[src/rtl/cbo_pkg.sv]
package cbo_pkg;

   typedef enum logic [1:0] {
      OP_ZERO  = 2'd0,
      OP_CLEAN = 2'd1,
      OP_FLUSH = 2'd2,
      OP_INVAL = 2'd3
   } op_e;

   typedef enum logic [1:0] {
      CAUSE_NONE    = 2'd0,
      CAUSE_ILLEGAL = 2'd1,
      CAUSE_VIRTUAL = 2'd2,
      CAUSE_STORE   = 2'd3
   } cause_e;

   localparam logic [1:0] PRIV_U = 2'd0;
   localparam logic [1:0] PRIV_S = 2'd1;
   localparam logic [1:0] PRIV_M = 2'd3;

   localparam int CFG_W       = 4;
   localparam int CFG_ZERO_B  = 0;
   localparam int CFG_CF_B    = 1;
   localparam int CFG_INV_LO  = 2;
   localparam int CFG_INV_HI  = 3;

   // Pick the enable that governs a given operation out of one level's fields.
   function automatic logic cfg_enable(input op_e op, input logic [CFG_W-1:0] cfg);
      logic en;
      unique case (op)
         OP_ZERO:            en = cfg[CFG_ZERO_B];
         OP_CLEAN, OP_FLUSH: en = cfg[CFG_CF_B];
         default:            en = |cfg[CFG_INV_HI:CFG_INV_LO];
      endcase
      return en;
   endfunction

endpackage

[src/rtl/cbo_cfg_gate.sv]
module cbo_cfg_gate
   import cbo_pkg::*;
(
   input  op_e               op,
   input  logic [1:0]        priv,
   input  logic              virt,
   input  logic [CFG_W-1:0]  cfg_m,
   input  logic [CFG_W-1:0]  cfg_h,
   input  logic [CFG_W-1:0]  cfg_s,
   output cause_e            gate_cause
);

   logic en_m, en_h, en_s;
   logic below_m, at_or_below_s, below_s;
   logic fail_m, fail_v, fail_s;

   assign en_m = cfg_enable(op, cfg_m);
   assign en_h = cfg_enable(op, cfg_h);
   assign en_s = cfg_enable(op, cfg_s);

   assign below_m       = (priv != PRIV_M);
   assign at_or_below_s = (priv <= PRIV_S);
   assign below_s       = (priv < PRIV_S);

   assign fail_m = below_m && !en_m;
   assign fail_v = virt && ((at_or_below_s && !en_h) || (below_s && !en_s));
   assign fail_s = below_s && !en_s;

   // Fixed priority: machine, then virtualized, then supervisor level.
   always_comb begin
      if (fail_m)      gate_cause = CAUSE_ILLEGAL;
      else if (fail_v) gate_cause = CAUSE_VIRTUAL;
      else if (fail_s) gate_cause = CAUSE_ILLEGAL;
      else             gate_cause = CAUSE_NONE;
   end

endmodule

[src/rtl/cbo_access_rule.sv]
module cbo_access_rule
   import cbo_pkg::*;
(
   input  op_e   op,
   input  logic  perm_rd,
   input  logic  perm_wr,
   output logic  access_ok
);

   logic is_zero;

   assign is_zero = (op == OP_ZERO);

   // Zeroing writes the block; management accepts a readable or writable block.
   always_comb begin
      if (is_zero) access_ok = perm_wr;
      else         access_ok = perm_rd || perm_wr;
   end

endmodule

[src/rtl/cbo_block_align.sv]
module cbo_block_align #(
   parameter int ADDR_W      = 32,
   parameter int BLOCK_BYTES = 64
) (
   input  logic [ADDR_W-1:0] vaddr,
   output logic [ADDR_W-1:0] aligned
);

   localparam int OFS_W = $clog2(BLOCK_BYTES);

   generate
      if (OFS_W == 0) begin : g_byte_block
         assign aligned = vaddr;
      end else begin : g_mask_block
         localparam logic [ADDR_W-1:0] LOW_MASK = (ADDR_W'(1) << OFS_W) - ADDR_W'(1);
         assign aligned = vaddr & ~LOW_MASK;
      end
   endgenerate

endmodule

[src/rtl/cbo_perm_check.sv]
module cbo_perm_check
   import cbo_pkg::*;
#(
   parameter int ADDR_W      = 32,
   parameter int BLOCK_BYTES = 64
) (
   input  logic              clk,
   input  logic              rst_n,
   input  logic              req_valid,
   input  logic [1:0]        req_op,
   input  logic [1:0]        req_priv,
   input  logic              req_virt,
   input  logic [3:0]        cfg_m,
   input  logic [3:0]        cfg_h,
   input  logic [3:0]        cfg_s,
   input  logic [ADDR_W-1:0] req_vaddr,
   input  logic              perm_rd,
   input  logic              perm_wr,
   output logic              rsp_valid,
   output logic              rsp_allowed,
   output logic [1:0]        rsp_cause,
   output logic [ADDR_W-1:0] rsp_addr
);

   localparam int OFS_W = $clog2(BLOCK_BYTES);

   generate
      if (BLOCK_BYTES < 1 || (BLOCK_BYTES & (BLOCK_BYTES - 1)) != 0) begin : g_bad_block
         $error("BLOCK_BYTES must be a power of two");
      end
      if (OFS_W >= ADDR_W) begin : g_bad_width
         $error("ADDR_W must exceed the block offset width");
      end
   endgenerate

   op_e                 op;
   cause_e              gate_cause;
   logic                access_ok;
   cause_e              next_cause;
   logic [ADDR_W-1:0]   aligned;
   cause_e              cause_q;
   logic                valid_q;
   logic [ADDR_W-1:0]   addr_q;

   assign op = op_e'(req_op);

   cbo_cfg_gate i_gate (
      .op         (op),
      .priv       (req_priv),
      .virt       (req_virt),
      .cfg_m      (cfg_m),
      .cfg_h      (cfg_h),
      .cfg_s      (cfg_s),
      .gate_cause (gate_cause)
   );

   cbo_access_rule i_rule (
      .op        (op),
      .perm_rd   (perm_rd),
      .perm_wr   (perm_wr),
      .access_ok (access_ok)
   );

   cbo_block_align #(
      .ADDR_W      (ADDR_W),
      .BLOCK_BYTES (BLOCK_BYTES)
   ) i_align (
      .vaddr   (req_vaddr),
      .aligned (aligned)
   );

   // Configuration traps outrank the permission rule.
   always_comb begin
      if (gate_cause != CAUSE_NONE) next_cause = gate_cause;
      else if (!access_ok)          next_cause = CAUSE_STORE;
      else                          next_cause = CAUSE_NONE;
   end

   always_ff @(posedge clk or negedge rst_n) begin
      if (!rst_n) begin
         valid_q <= 1'b0;
         cause_q <= CAUSE_NONE;
         addr_q  <= '0;
      end else begin
         valid_q <= req_valid;
         if (req_valid) begin
            cause_q <= next_cause;
            addr_q  <= aligned;
         end
      end
   end

   assign rsp_valid   = valid_q;
   assign rsp_cause   = cause_q;
   assign rsp_addr    = addr_q;
   assign rsp_allowed = valid_q && (cause_q == CAUSE_NONE);

endmodule

[config.mk]
export PLATFORM = sky130hd
export DESIGN_NAME = cbo_perm_check
export DESIGN_NICKNAME = d
export VERILOG_FILES = /design/src/rtl/cbo_pkg.sv /design/src/rtl/cbo_cfg_gate.sv /design/src/rtl/cbo_access_rule.sv /design/src/rtl/cbo_block_align.sv /design/src/rtl/cbo_perm_check.sv
export SDC_FILE = /design/constraint.sdc
export NUM_CORES = 1
export LEC_CHECK = 0
export ABC_AREA = 1
export CORE_ASPECT_RATIO = 0.5
export CORE_MARGIN = 2
export CORE_UTILIZATION = 45
export DETAILED_ROUTE_END_ITERATION = 16
export DONT_BUFFER_PORTS = 1
export PLACE_DENSITY_LB_ADDON = 0.05
export SYNTH_ARGS = -nofsm -noshare
export SYNTH_HDL_FRONTEND = slang
export SYNTH_HIERARCHICAL = 1
export SYNTH_SLANG_ARGS = --single-unit
export TNS_END_PERCENT = 100
[constraint.sdc]
create_clock -name clk -period 1.05 [get_ports clk]
set_input_delay 0.1575 -clock clk [delete_from_list [all_inputs] [get_ports clk]]
set_output_delay 0.1575 -clock clk [all_outputs]
set_load 0.02 [all_outputs]
==> impl.org <==
** Power
- For this design the static power due to leakage is 1.06 nW.
- For this design the ratio of total power to cell area is 1490 mW/mm2.
- IR Drop Worst-Case VDD :: 0.611 mV
- Power comes to 3.02 mW.

** Timing
- Setup violations remaining at the end of the flow were counted as 2.
- Skew final :: 0 ns
- Post-route fraction of the period consumed by the critical path :: 112%
- After layout, the worst setup slack is -0.128 ns.
- The number of hold violations in the final report was 0.
- Final-report max-slew violation count :: 0
- Maximum clock frequency :: 0.849 GHz
- In this run the tightest slew margin relative to its limit is 57.1%.
- For the pin with the worst max-slew slack, the measured transition is 0.643 ns.
- Adding up every negative setup slack in the final design gives -0.163 ns.
- Min cycle time layout :: 1.18 ns
- Unrepaired setup endpoints after global routing :: true

** Route
- After detailed routing, the average wire length per cell comes to 12.6 um.
- Number of DRC markers in iteration 0 :: 33
- The first detailed-routing pass ran for 4 iterations.
- Aggregate routed wire length :: 3.51 mm
- In the routed design, unresolved DRC markers number 0.
- Total via count in the routed design :: 1233
- ANT nets after route :: 0
- Dividing the detail-routed via count by the number of cells gives 4.42.

** Logic synthesis
- Synth warn :: 6
- The synthesized design devotes to its leading area cell type 47.9% of total area.
- The commonest cells after synthesis are nand2_1 (102), dfrtp_1 (35), buf_4 (32).
- In this run, synthesis produced a sequential element count of 35.
- Sequential cell area fraction in the yosys report :: 47.9%
- Ranking of synthesized cells by area :: dfrtp_1 (48%), nand2_1 (21%), buf_4 (13%)
- Of all flip-flops after synthesis, the portion carrying an async set or reset was 100%.
- A synthesized cell averages 8.39 um2.
- Cell type contributing the most total cell area after synthesis :: dfrtp_1
- nand2_1 is the most common cell in the netlist.
- Post-synthesis cell count :: 218
- In this run, synthesis inferred 0 flip-flops with an integrated enable.
- In this run the cell area of the synthesized design comes to 0.00183 mm2.
- Most common flop cell mapped by yosys :: dfrtp_1
- Synthesis instantiated 19 different standard cells from the library.

** Floorplan
- The floorplan step defined a die boundary enclosing 0.00462 mm2.
- From left edge to right edge, the die measures 94.1 um.
- From bottom edge to top edge, the die measures 49.1 um.
- Core region area :: 0.00390 mm2
- Number of top-level pins :: 90
- In this run the core area contains 16 standard-cell rows.
- Starting density of the core :: 46.8%

** Worst setup path
- The critical path goes through nor3b_2, buf_4.
- For this run, the slowest stage of the critical path takes 0.39 ns.
- Critical Path Slowest Stage Cell :: dfrtp_1
- Type of the worst setup path :: reg -> out
- For the worst setup path, the data required time is 0.89 ns.
- Number of buffers and inverters on the critical path :: 1
- The kind of cell with the highest combined delay along the critical path is flip-flops.
- Arrival @ worst endpoint :: 1.02 ns
- Of all nets on the critical path, the largest fanout is 2.
- The worst setup path is captured at an output pin.
- STA classifies the critical path startpoint as a flop.
- The critical path runs through a total of 2 cells.
- Measured in cells, the most critical reg-to-reg path has a length of 4.

** Clock tree
- Number of clock sinks seen by CTS :: 35
- Inserted Clock Buffers :: 5
- No sink is reached through more buffers than the 2 on the longest clock path.
- CTS built an H-tree with a depth of 2.
- CTS Root Cell :: clkbuf_8
- CTS tree :: done
- Clock slew seen by the registers of the worst setup and hold paths :: 0.06 ns
- At the later pin of the worst-skew pair, clock insertion delay measures 0.28 ns.

** Run
- Max-capacitance violation count :: 0

** Place
- Once placement finished, the instance area stood at 0.00164 mm2.
- Last weighted congestion value of the routability-driven placer :: 0.702
- The wire-length estimate of the detail-placed layout is 2.11 mm.
- Prior to clock tree synthesis, the placed netlist has a worst setup slack of -0.128 ns.
- Input and output buffers added on the ports amount to 0.

** Global routing
- Entering global routing, the biggest net connects 36 pins.
- Global routing consumed, on the met2 layer, 27.3% of the routing resources.
- The number of antenna violations at the first check in global routing is 0.
- GR Util All Layers :: 17.1%
- Global routing finished with a remaining overflow of 0.
- Peak-usage layer in the global routing report :: met2
- Vias in the first global route :: 1331
- Met3 track demand over resource :: 6.80%
- The first global-routing pass estimated 5.96 mm of wire.
- Met1 capacity usage during global routing :: 20.7%

** Cells and area
- Post-layout net count :: 280
- Counting the fill cells in the layout gives 384.
- Area of combinational cells with multiple inputs :: 617 um2
- Summing all flip-flop and latch instances after layout gives 876 um2.
- Diodes inserted :: 0
- The area growth from synthesis to layout is 11.0%.
- Post-route cell area :: 0.00203 mm2
- Layout cell share with drive strength beyond 1 :: 14.7%

** Outcome
- The flow ran to the end, but the final reports show violations.
- Failing checks :: negative setup slack

** Hold path
- Type of the tightest min-delay check :: in -> reg
- The worst hold path was traced through 2 stages.
path summary, 6_finish.rpt:
check                               endpoint         start  slack, ns
worst min register to register  rsp_addr[17]  rsp_addr[17]       0.62
worst max register to register  rsp_cause[0]  rsp_cause[0]       0.15
min in group asynchronous        rsp_addr[3]         rst_n       0.36
worst min-delay path            rsp_addr[29]     req_valid       0.01
worst max-delay path             rsp_allowed  rsp_cause[0]      -0.13
max in group asynchronous       rsp_addr[26]         rst_n       0.51
metrics by stage:
step,utilization [%],cells,hold WS [ns]
final,52.0,279,0.0101
after global routing,52.0,279,0.00315
after CTS,51.6,278,0.00131
after detailed placement,42.1,242,-0.137
after global placement,42.1,242,-0.137
after floorplan,-,223,-0.138
report_power, final:
part           switching, mW  internal, mW
Combinational          0.215         0.204
Clock                  0.440         0.465
Sequential             0.230          1.47
Total                  0.885          2.14
cells in the final DEF (no fill, tap or decap):
cell type	Yosys	final
buf_4	32	4
ha_4	0	1
buf_12	0	1
dlygate4sd3_1	0	26
o21ai_1	2	2
ha_1	2	1
inv_1	7	5
dfrtp_1	35	35
clkinv_2	0	1
dlymetal6s4s_1	0	1
inv_8	1	1
nand2_2	13	13
nand2_1	102	102
inv_12	0	1
nor2_1	5	5
o21ai_0	3	3
nor2_2	1	1
clkbuf_8	3	5
nand3_2	1	1
clkbuf_1	0	2
nand3_1	4	4
conb_1	1	6
inv_2	1	2
nor3b_2	0	1
buf_6	3	1
routing by layer:
metal,wire length [um],vias up
li1,-,629
met1,1610,538
met2,1530,59
met3,330,7
met4,44,0
met5,0,-
registers in the layout (all words and copies together), names as in the netlist:
signal     cells
rsp_cause      2
rsp_valid      1
rsp_addr      32
layout make-up:
type | count | share of cell area [%]
inverters | 9 | 2.65
well taps | 54 | 3.33
clock inverters | 1 | 0.247
flip-flops and latches | 35 | 43.2
clock buffers | 7 | 3.76
repair buffers | 33 | 16.5
multi-input cells | 140 | 30.4
kinds of logic (layout without fill, tap and decap cells):
group                    Yosys count  in the layout  share of synthesized area (%)
flip-flops                        35             35                           47.9
adder cells (fa/ha/maj)            2              2                           1.37
buffers and inverters             48             50                           20.3
AND/OR/NAND/NOR                  127            127                           28.8
AO/OA/AOI/OAI                      5              5                           1.37
other                              1              6                          0.205
timing repair:
item                                    in CTS  in global routing
hold buffers                                28                  0
endpoints found under the hold margin       60                  0
endpoints found under the setup margin       1                 16
buffers inserted                             0                  1
gates resized for setup                      0                  2
pin swaps                                    1                  0
Note: power is estimated with default switching activity, not from simulation.
